File: config.mk
export PLATFORM = sky130hd
export DESIGN_NAME = periodic_timer
export DESIGN_NICKNAME = d
export VERILOG_FILES = /design/src/rtl/ptmr_pkg.sv /design/src/rtl/ptmr_datapath.sv /design/src/rtl/ptmr_ctrl.sv /design/src/rtl/periodic_timer.sv
export SDC_FILE = /design/constraint.sdc
export NUM_CORES = 1
export LEC_CHECK = 0
export ABC_AREA = 1
export BUFFER_PORTS_ARGS = -buffer_cell sky130_fd_sc_hd__buf_2
export CAP_MARGIN = 40
export CORE_MARGIN = 5
export CORE_UTILIZATION = 47
export DETAILED_ROUTE_END_ITERATION = 7
export PLACE_DENSITY = 0.7
export SLEW_MARGIN = 20
export SYNTH_ARGS = -nofsm -noshare
export SYNTH_HDL_FRONTEND = slang
export SYNTH_SLANG_ARGS = --single-unit
File: constraint.sdc
create_clock -name clk -period 5.25 [get_ports clk]
set_clock_uncertainty 0.05 [all_clocks]
set_input_delay 1.05 -clock clk [delete_from_list [all_inputs] [get_ports clk]]
set_output_delay 1.05 -clock clk [all_outputs]
set_load 0.05 [all_outputs]
File: src/rtl/ptmr_pkg.sv
`timescale 1ns/1ps
package ptmr_pkg;
  // Strobes passed from the register control to the counting datapath.
  typedef struct packed {
    logic runEn;    // counting requested by software
    logic ackRead;  // acknowledging read of the value view this cycle
  } ptmrStrobe_t;
endpackage

File: src/rtl/ptmr_datapath.sv
`timescale 1ns/1ps
module ptmr_datapath #(
  parameter int CNT_W    = 20,
  parameter int OVF_W    = 12,
  parameter int PRESCALE = 16
) (
  input  logic                   clk,
  input  logic                   rstN,
  input  ptmr_pkg::ptmrStrobe_t  strobe,
  input  logic [CNT_W-1:0]       limit,
  output logic [CNT_W-1:0]       liveCnt,
  output logic [OVF_W-1:0]       periodCnt,
  output logic                   wrapFlag
);
  localparam int PS_W = (PRESCALE > 2) ? $clog2(PRESCALE) : 1;
  localparam logic [PS_W-1:0] PS_LAST = PS_W'(PRESCALE - 1);

  logic [PS_W-1:0]  psQ;
  logic [CNT_W-1:0] liveQ;
  logic [OVF_W-1:0] perQ;
  logic             flagQ;
  logic             active;
  logic             tick;
  logic             wrap;

  // Keep running while enabled, or until the current period has finished.
  assign active = strobe.runEn || (liveQ != '0);
  assign tick   = active && (psQ == PS_LAST);
  assign wrap   = tick && (liveQ >= limit);

  always_ff @(posedge clk) begin
    if (!rstN) begin
      psQ <= '0;
    end else if (!active || tick) begin
      psQ <= '0;
    end else begin
      psQ <= psQ + 1'b1;
    end
  end

  always_ff @(posedge clk) begin
    if (!rstN) begin
      liveQ <= '0;
    end else if (wrap) begin
      liveQ <= '0;
    end else if (tick) begin
      liveQ <= liveQ + 1'b1;
    end
  end

  // A wrap in the acknowledge cycle takes priority, so no period is lost.
  always_ff @(posedge clk) begin
    if (!rstN) begin
      perQ  <= '0;
      flagQ <= 1'b0;
    end else if (wrap) begin
      perQ  <= strobe.ackRead ? OVF_W'(1) : perQ + 1'b1;
      flagQ <= 1'b1;
    end else if (strobe.ackRead) begin
      perQ  <= '0;
      flagQ <= 1'b0;
    end
  end

  assign liveCnt   = liveQ;
  assign periodCnt = perQ;
  assign wrapFlag  = flagQ;
endmodule

File: src/rtl/ptmr_ctrl.sv
`timescale 1ns/1ps
module ptmr_ctrl #(
  parameter int ADDR_W  = 4,
  parameter int DATA_W  = 32,
  parameter int CNT_W   = 20,
  parameter int OVF_W   = 12,
  parameter int RUN_BIT = 24,
  parameter int IRQ_BIT = 25
) (
  input  logic                   clk,
  input  logic                   rstN,
  input  logic [ADDR_W-1:0]      addr,
  input  logic                   wrEn,
  input  logic [DATA_W-1:0]      wrData,
  input  logic                   rdEn,
  output logic [DATA_W-1:0]      rdData,
  output logic                   irq,
  input  logic [CNT_W-1:0]       liveCnt,
  input  logic [OVF_W-1:0]       periodCnt,
  input  logic                   wrapFlag,
  output logic [CNT_W-1:0]       limit,
  output ptmr_pkg::ptmrStrobe_t  strobe
);
  localparam logic [ADDR_W-1:0] OFS_MODE = ADDR_W'(0);
  localparam logic [ADDR_W-1:0] OFS_STAT = ADDR_W'(4);
  localparam logic [ADDR_W-1:0] OFS_VAL  = ADDR_W'(8);
  localparam logic [ADDR_W-1:0] OFS_IMG  = ADDR_W'(12);

  logic [CNT_W-1:0]  limitQ;
  logic              runQ;
  logic              irqEnQ;
  logic [DATA_W-1:0] modeWord;
  logic [DATA_W-1:0] valueWord;
  logic [DATA_W-1:0] readMux;
  logic              unusedWrBits;

  assign unusedWrBits = ^wrData;

  always_ff @(posedge clk) begin
    if (!rstN) begin
      limitQ <= '0;
      runQ   <= 1'b0;
      irqEnQ <= 1'b0;
    end else if (wrEn && (addr == OFS_MODE)) begin
      limitQ <= wrData[CNT_W-1:0];
      runQ   <= wrData[RUN_BIT];
      irqEnQ <= wrData[IRQ_BIT];
    end
  end

  always_comb begin
    modeWord                 = '0;
    modeWord[CNT_W-1:0]      = limitQ;
    modeWord[RUN_BIT]        = runQ;
    modeWord[IRQ_BIT]        = irqEnQ;
    valueWord                = '0;
    valueWord[CNT_W-1:0]     = liveCnt;
    valueWord[DATA_W-1 -: OVF_W] = periodCnt;
  end

  always_comb begin
    readMux = '0;
    if (addr == OFS_MODE) begin
      readMux = modeWord;
    end else if (addr == OFS_STAT) begin
      readMux[0] = wrapFlag;
    end else if ((addr == OFS_VAL) || (addr == OFS_IMG)) begin
      readMux = valueWord;
    end
  end

  always_ff @(posedge clk) begin
    if (!rstN) begin
      rdData <= '0;
    end else begin
      rdData <= rdEn ? readMux : '0;
    end
  end

  assign limit          = limitQ;
  assign strobe.runEn   = runQ;
  assign strobe.ackRead = rdEn && (addr == OFS_VAL);
  assign irq            = wrapFlag && irqEnQ;
endmodule

File: src/rtl/periodic_timer.sv
`timescale 1ns/1ps
module periodic_timer #(
  parameter int ADDR_W   = 4,
  parameter int DATA_W   = 32,
  parameter int CNT_W    = 20,
  parameter int OVF_W    = 12,
  parameter int PRESCALE = 16,
  parameter int RUN_BIT  = 24,
  parameter int IRQ_BIT  = 25
) (
  input  logic              clk,
  input  logic              rstN,
  input  logic [ADDR_W-1:0] addr,
  input  logic              wrEn,
  input  logic [DATA_W-1:0] wrData,
  input  logic              rdEn,
  output logic [DATA_W-1:0] rdData,
  output logic              irq
);
  ptmr_pkg::ptmrStrobe_t strobe;
  logic [CNT_W-1:0]      limit;
  logic [CNT_W-1:0]      liveCnt;
  logic [OVF_W-1:0]      periodCnt;
  logic                  wrapFlag;

  ptmr_ctrl #(
    .ADDR_W(ADDR_W), .DATA_W(DATA_W), .CNT_W(CNT_W), .OVF_W(OVF_W),
    .RUN_BIT(RUN_BIT), .IRQ_BIT(IRQ_BIT)
  ) u_ctrl (
    .clk(clk), .rstN(rstN), .addr(addr), .wrEn(wrEn), .wrData(wrData),
    .rdEn(rdEn), .rdData(rdData), .irq(irq),
    .liveCnt(liveCnt), .periodCnt(periodCnt), .wrapFlag(wrapFlag),
    .limit(limit), .strobe(strobe)
  );

  ptmr_datapath #(
    .CNT_W(CNT_W), .OVF_W(OVF_W), .PRESCALE(PRESCALE)
  ) u_dp (
    .clk(clk), .rstN(rstN), .strobe(strobe), .limit(limit),
    .liveCnt(liveCnt), .periodCnt(periodCnt), .wrapFlag(wrapFlag)
  );
endmodule

## After elaboration in Yosys (flattened, before gate mapping)

Index checks and enable logic that the tools add are counted.

| storage, ports and cells | value |
|---|---|
| input port bits | 40 |
| output and inout port bits | 33 |
| register bits | 91 |
| logic and storage cells | 45 |

| operators by class | value |
|---|---|
| equality and inequality tests | 4 |
| order comparisons | 1 |
| $add $sub $neg | 3 |
| reduce and logical (&&, ||, !) cells | 16 |
| bitwise gates (word level) | 3 |
| multiplexer cells | 9 |

Operator list:

| operator | number |
|---|---|
| $mux 26 | 2 |
| $mux 12 | 3 |
| $mux 25 | 1 |
| $add 20x1->20 const B | 1 |
| $ge 20x20->1 | 1 |
| $reduce_bool 20->1 | 1 |
| $add 12x1->12 const B | 1 |
| $eq 4x4->1 const B | 3 |
| $logic_and 1x1->1 | 5 |
| $reduce_or 5->1 | 1 |
| $add 4x1->4 const B | 1 |
| $eq 4x3->1 const B | 1 |
| $logic_not 4->1 | 1 |
| $reduce_or 2->1 | 2 |
| $logic_or 1x1->1 | 3 |
| $mux 1 | 3 |
| $not 1->1 | 3 |
| $reduce_and 2->1 | 1 |
| $reduce_bool 2->1 | 1 |
| $logic_not 1->1 | 1 |

## Depth between registers and ports, before layout

Gate-level depths: netlist of run 1.

| depth | value |
|---|---|
| depth in word-level cells | 5 |
| gate-level depth with buffers | 15 |
| gate-level depth less buffers | 14 |

## Hierarchy

From an unflattened synthesis of run 1, not the netlist that was laid out.

| second synthesis, totals | value |
|---|---|
| cell total of the unflattened synthesis | 752 |
| area, all modules | 5126.2 µm² |

Modules (own cells, without submodules):

| module | cells each | times used | area an instance (µm²) |
|---|---|---|---|
| ptmr_datapath | 422 | 1 | 2871.5 |
| ptmr_ctrl | 330 | 1 | 2254.7 |

## Worst setup path before layout of run 1

No wires, ideal clock.

| timing | value |
|---|---|
| kind | input -> register |
| start | input addr[1] |
| end | register u_dp.flagQ (netlist: u_dp.wrapFlag) |
| data arrival time | 2.001 ns |
| slack | 3.077 ns |
| library setup time | 0.123 ns |
| path buffers | 0 |
| cell stages on the path | 10 |
| data required time | 5.077 ns |
| cells stage by stage | nor2_1 -> inv_1 -> nor2_4 -> inv_1 -> nor3_2 -> inv_1 -> nand2_1 -> inv_1 -> nand2_1 -> o21ai_0 |

| on the way | value |
|---|---|
| longest elaborated chain between the ends | 3 |

RTL lines:

| item | line | source |
|---|---|---|
| start: declaration | periodic_timer.sv:13 | `input logic [ADDR_W-1:0] addr,` |
| $eq 4x4->1 | ptmr_ctrl.sv:82 | `assign strobe.ackRead = rdEn && (addr == OFS_VAL);` |
| $logic_and 1x1->1 | ptmr_ctrl.sv:82 |  |
| $reduce_bool 2->1 (no line) | - |  |
| end signal: assignment | ptmr_datapath.sv:55 | `flagQ <= 1'b0;` |
| end signal: assignment | ptmr_datapath.sv:58 | `flagQ <= 1'b1;` |
| end signal: assignment | ptmr_datapath.sv:61 | `flagQ <= 1'b0;` |
| end: declaration | ptmr_datapath.sv:21 | `logic flagQ;` |

No other way between the ends.
A chain may end at the register's enable or synchronous reset.

## Final worst setup path of run 1

| timing | value |
|---|---|
| start | register u_dp.liveQ[11] (netlist: u_dp.liveCnt[11]) |
| end | register u_dp.liveQ[8] (netlist: u_dp.liveCnt[8]) |

| on the way | value |
|---|---|
| longest elaborated chain between the ends | 5 |

RTL lines:

| item | line | source |
|---|---|---|
| start: declaration | ptmr_datapath.sv:19 | `logic [CNT_W-1:0] liveQ;` |
| start signal: assignment | ptmr_datapath.sv:47 | `liveQ <= liveQ + 1'b1;` |
| branches (longest 5 deep; another with $ge 20x20->1) | - |  |

Parallel ways; which one is timed is not known.

==> results of run 1 <==
==> cells in the final DEF (no fill, tap or decap), drive strengths merged <==
master	count
a31oi	1
nand4	7
clkinv	2
clkbuf	9
nand3	36
a21oi	50
xor2	17
dfxtp	91
nor2	78
bufinv	2
nor3b	3
a21o	1
nor3	12
xnor2	1
clkinvlp	1
o22ai	19
o21ai	26
buf	65
inv	80
nor4	1
o21bai	1
nand2	118
ha	24
==> cell usage after synthesis, types with 5 or more instances <==
cell type,count,area [sq um]
o22ai_1,19,119
xor2_1,17,149
a21oi_1,44,220
nor3_1,9,45.0
nand4_1,6,37.5
clkbuf_1,8,30.0
inv_1,73,274
dfxtp_1,91,1820
inv_2,5,18.8
o21ai_0,26,130
ha_1,24,300
nand3_1,33,165
nand2_1,116,435
a21oi_2,6,52.6
nor2_1,74,278
buf_6,5,56.3
==> critical path, stage by stage (launching register included) <==
cell and delay (ps):
dfxtp_1 470, ha_1 290, a21o_1 180, nor2_1 110
nand2_1 100, nand2_1 90, nand4_2 320, nand2_2 310
nand2_2 330, nor3b_2 250
==> worst max path at each step <==
stage,cells after the start,to,slack [ps]
final,9,u_dp.liveCnt[8],2660
after global routing,9,u_dp.liveCnt[7],2440
after CTS,9,u_dp.liveCnt[8],2660
after detailed placement,6,u_ctrl.rdData[5],2500
after global placement,5,u_ctrl.rdData[5],2290
after floorplan,10,u_dp.wrapFlag,3080
==> through the flow <==
stage               power, mW  cells  cell area (sq um)  setup WS [ps]
floorplan               0.755    585               4390           3080
global placement        0.770    739               4710           2290
detailed placement      0.772    741               4750           2500
CTS                      1.28    756               4960           2660
global route             1.33    756               4960           2440
finish                   1.27    756               4960           2660
==> kinds of logic after synthesis <==
kind of cell / synth area share
fa+ha+maj: 0.0685
compound gates: 0.124
flops: 0.415
buf+inv: 0.0999
simple gates: 0.256
xor+xnor: 0.0359
==> final cells by class <==
class / instances / area (sq um) / area share
repair buffers: 65 / 360 / 0.0726
flip-flops and latches: 91 / 1820 / 0.367
clock buffers: 9 / 124 / 0.0250
well taps: 111 / 139 / 0.0280
inverters: 79 / 302 / 0.0608
clock inverters: 6 / 90.1 / 0.0182
multi-input cells: 395 / 2130 / 0.428
==> routing by layer <==
| metal | up-vias | global-route usage | wire, microns |
|---|---|---|---|
| met2 | 94 | 0.299 | 4590 |
| met1 | 1732 | 0.241 | 4800 |
| met5 | - | 0 | 0 |
| met4 | 0 | 0.0648 | 170 |
| met3 | 14 | 0.0433 | 558 |
| li1 | 1994 | - | - |
==> power breakdown <==
part | switching, mW | internal, mW
Combinational | 0.0411 | 0.0206
Sequential | 0.00103 | 0.693
Clock | 0.249 | 0.267
Total | 0.291 | 0.981
==> sequential cells by signal (all words and copies together), names as in the netlist <==
name and flops:
u_ctrl.rdData 32, u_ctrl.limit 20, u_dp.liveCnt 20, u_dp.periodCnt 12, u_dp.psQ 4, u_ctrl.irqEnQ 1, u_ctrl.runQ 1, u_dp.wrapFlag 1
==> metrics.md, run 1 <==
| Metric | Value |
|---|---|
| CP required | `5480 ps` |
| PD cells | `256 nW/um^2` |
| R2r setup slk | `2660 ps` |
| Routed wire length | `10100 microns` |
| WP data arrival | `2820 ps` |
| Worst setup SP type | `register` |
| GR Util All Layers | `0.184` |
| Avg Vias per Cell | `5.07` |
| Yosys warns | `0` |
| Cts repair resizes | `0` |
| Hold Slack | `422 ps` |
| Port-buffer cells | `62` |
| Setup crit end kind | `register` |
| RD Place Congestion | `0.942` |
| Synth Register Bits | `91` |
| DR vias | `3834` |
| Final Util | `0.542` |
| Synthesized instance count | `585` |
| Tcrit/Tclk final | `0.493` |
| Worst Setup Path Type | `reg -> reg` |
| # Max-Cap Violations | `0` |
| Final net count | `705` |
| Grt ovf | `0` |
| Max Fanout on Critical Path | `20` |
| Worst R2R End | `u_dp.liveCnt[8]` |
| Antenna viol nets, final | `0` |
| Max H-tree Level | `3` |
| Post-synth cell types | `33` |
| Routed len/inst | `13.4 microns` |
| Static Leakage | `2.16 nW` |
| Largest net degree at the start of global routing | `44` |
| Detailed Routing Iterations Pass 1 | `4` |
| RSZ-0062 raised after global routing | `no` |
| Synthesized Nets | `649` |
| # fillers | `887` |
| Reg clk slew, reported paths | `100 ps` |
| Hold Crit Class | `reg -> reg` |
| DP HPWL | `7360 microns` |
| Maximum clock rate | `0.386 GHz` |
| R2R cell count | `9` |
| CTS tree | `built` |
| Slew Viols, Final | `0` |
| # DRC | `0` |
| Actual slew at the worst max-slew pin | `887 ps` |
| Syn Std Cell Area | `4390 sq um` |
| Syn Area/Cell | `7.50 sq um` |
| Layout area overhead | `13.2%` |
| Skew-Pair Late Insertion Delay | `360 ps` |
| Status | `finished, final reports clean` |
| Final setup viols | `0` |
| Root Buffer | `clkbuf_8` |
| Worst Hold Path EP | `u_ctrl.rdData[20]` |
| Hold-fix buffer count after cts | `0` |
| Starting DRT DRC Count | `154` |
| Top_reg_cell synth | `dfxtp_1` |
| FP Rows | `35` |
| Antenna violations before repair | `0` |
| Core region area | `9150 sq um` |
| Setup bufs post-CTS | `0` |
| Top Ports | `73` |
| Worst slew margin | `0.407` |
| Initial Util | `0.479` |
| Die W | `107 microns` |
| Die Ht | `107 microns` |
| Endpoints failing hold | `0` |
| Worst r2r src | `u_dp.liveCnt[11]` |
| Number of enable flip-flop cells after synthesis | `0` |
| Antenna cell count | `0` |
| WHS Path Cells | `2` |
| Setup TNS | `0 ps` |
| First-pass GRT wire length | `17100 microns` |
| HP Start | `u_dp.periodCnt[0]` |
| Crit path launch | `u_dp.liveCnt[11]` |
| Deepest clock path buffer count | `2` |
| Fin crit period | `2590 ps` |
| Layout cells sized above 1 | `0.167` |
| Asr flop ratio synth | `0` |
| Sequential share of the synthesized area | `0.415` |
| Worst VDD drop | `152 uV` |
| Die Area | `11400 sq um` |
| Clock sink total | `91` |
| Vias in the first global route | `3728` |
| Total CTS buffers | `9` |
(Power assumes the default switching activity.)
==> run 2, diff against run 1 <==
==> constraint.sdc (replaced) <==
create_clock -name clk -period 2.64 [get_ports clk]
set_clock_uncertainty 0.05 [all_clocks]
set_input_delay 0.528 -clock clk [delete_from_list [all_inputs] [get_ports clk]]
set_output_delay 0.528 -clock clk [all_outputs]
set_load 0.05 [all_outputs]
==> run 2 against run 1 <==
  * First-iteration DRC count decreased by 2.6%
  * Largest cell class unchanged
  * Combinational power grew 110%
  * Cell count rose by 1.3%
  * Die area is the same
  * Utilization is essentially flat
  * Power up 86%
  * Critical path depth rose by 1
==> metrics.md, run 2 (synthesized netlist as in run 1, its figures left out) <==
| Metric | Value |
|---|---|
| Fin crit period | `2210 ps` |
| Layout cells sized above 1 | `0.179` |
| RSZ-0062 raised after global routing | `no` |
| Setup bufs post-CTS | `0` |
| Total power | `2.37 mW` |
| Setup TNS | `0 ps` |
| Reg clk slew, reported paths | `90 ps` |
| Comb power frac | `0.055` |
| PD cells | `477 nW/um^2` |
| Slowest library cell on the worst path | `dfxtp_1` |
| First-pass GRT wire length | `17100 microns` |
| Sw frac | `0.250` |
| Die Ht | `107 microns` |
| Setup crit end kind | `register` |
| Routed len/inst | `13.3 microns` |
| Root Buffer | `clkbuf_8` |
| Max Fanout on Critical Path | `20` |
| Antenna cell count | `0` |
| Worst slew margin | `0.633` |
| Worst VDD drop | `282 uV` |
| CP required | `2810 ps` |
| Largest net degree at the start of global routing | `44` |
| WP data arrival | `2380 ps` |
| Actual slew at the worst max-slew pin | `550 ps` |
| Worst-path cell chain | `ha_1 > nand2_1 > nor2_1 > nand2_1 > nor2_1 > nand2_1 > nand4_2 > nand2_2 > nand2_2 > nor2_1` |
| RD Place Congestion | `0.928` |
| Grt ovf | `0` |
| Die W | `107 microns` |
| # Max-Cap Violations | `0` |
| Internal power | `1.78 mW` |
| Switching Power | `0.591 mW` |
| Max H-tree Level | `3` |
| Static Leakage | `2.17 nW` |
| Tcrit/Tclk final | `0.837` |
| Worst setup SP type | `register` |
| Status | `finished, final reports clean` |
| Die Area | `11400 sq um` |
| Final setup viols | `0` |
| Worst Setup Path Type | `reg -> reg` |
| Core region area | `9150 sq um` |
| Starting DRT DRC Count | `150` |
| Antenna violations before repair | `0` |
| Final net count | `714` |
| DP HPWL | `7680 microns` |
| Detailed Routing Iterations Pass 1 | `4` |
| Initial Util | `0.479` |
| Maximum clock rate | `0.452 GHz` |
| Clock Power Share | `0.361` |
| Clock sink total | `91` |
| DP Area | `4790 sq um` |
| Avg Vias per Cell | `5.08` |
| GR Util All Layers | `0.185` |
| Total CTS buffers | `9` |
| FP Rows | `35` |
| DR vias | `3893` |
| Hold Crit Class | `in -> reg` |
| Port-buffer cells | `62` |
| Layout area overhead | `13.2%` |
| Part of the power in registers | `0.583` |
| Most common cell after layout, fill and taps aside | `nand2_1` |
| Skew-Pair Late Insertion Delay | `360 ps` |
| Vias in the first global route | `3813` |
| Deepest clock path buffer count | `2` |
| Cts repair resizes | `0` |
| Slew Viols, Final | `0` |
| Reg with most FFs | `u_ctrl.rdData` |
| CTS tree | `built` |
| Worst path max stage delay | `390 ps` |
| Antenna viol nets, final | `0` |
| # DRC | `0` |
| Hold-fix buffer count after cts | `0` |
| Routed wire length | `10200 microns` |
| Post-route cell area | `4970 sq um` |
| Top Ports | `73` |
| Endpoints failing hold | `0` |
| Commonest non-fill, non-tap cells in the layout | `nand2_1, dfxtp_1, nor2_1` |
| Max FFs per register | `32` |
run 2: cell count changes in the layout (fill, tap and decap cells not counted), sizes merged:
cell      change
buf           +9
bufinv        -2
clkbuf        +1
clkinv        +1
clkinvlp      +1
run 2: critical path: cells and delay by family (launching register included):
kind | cells | cell delay, ps
DFF | 1 | 390
adders and majority gates | 1 | 340
and+or+nand+nor | 9 | 1300
run 2: final cells by class:
cell class | count | area, sq um
fillers | 881 | 4190
multi-input cells | 395 | 2130
flip-flops and latches | 91 | 1820
repair buffers | 74 | 400
inverters | 79 | 302
well taps | 111 | 139
clock buffers | 10 | 128
clock inverters | 6 | 50.0
run 2: layer usage:
layer	GRT usage	vias up	wire length, microns
li1	-	2013	-
met1	0.243	1769	4820
met2	0.309	94	4670
met3	0.0289	17	543
met4	0.0658	0	159
met5	0	-	0
run 2: power by group through the flow:
stage          combinational [mW]  sequential [mW]  clock, mW
2_1_floorplan              0.0880             1.41          0
3_3_place_gp                0.127             1.41          0
3_5_place_dp                0.131             1.41          0
4_1_cts                     0.131             1.38      0.881
5_1_grt                     0.147             1.38      0.935
6_report                    0.131             1.38      0.855
run 2: through the flow:
step,std cells,hold WS [ps],setup WS [ps],util
floorplan,585,368,894,-
global placement,750,380,555,0.523
detailed placement,750,411,465,0.523
CTS,766,376,454,0.543
global route,766,398,219,0.543
finish,766,392,430,0.543
run 2: worst paths after layout:
path                         start          endpoint  slack (ps)  cells past startpoint
hold / removal                rdEn  u_ctrl.rdData[0]         390                      3
setup reg to reg  u_dp.liveCnt[11]  u_dp.liveCnt[11]         430                     10
hold reg to reg        u_dp.psQ[0]       u_dp.psQ[0]         420                      1
setup / recovery  u_dp.liveCnt[11]  u_dp.liveCnt[11]         430                     10
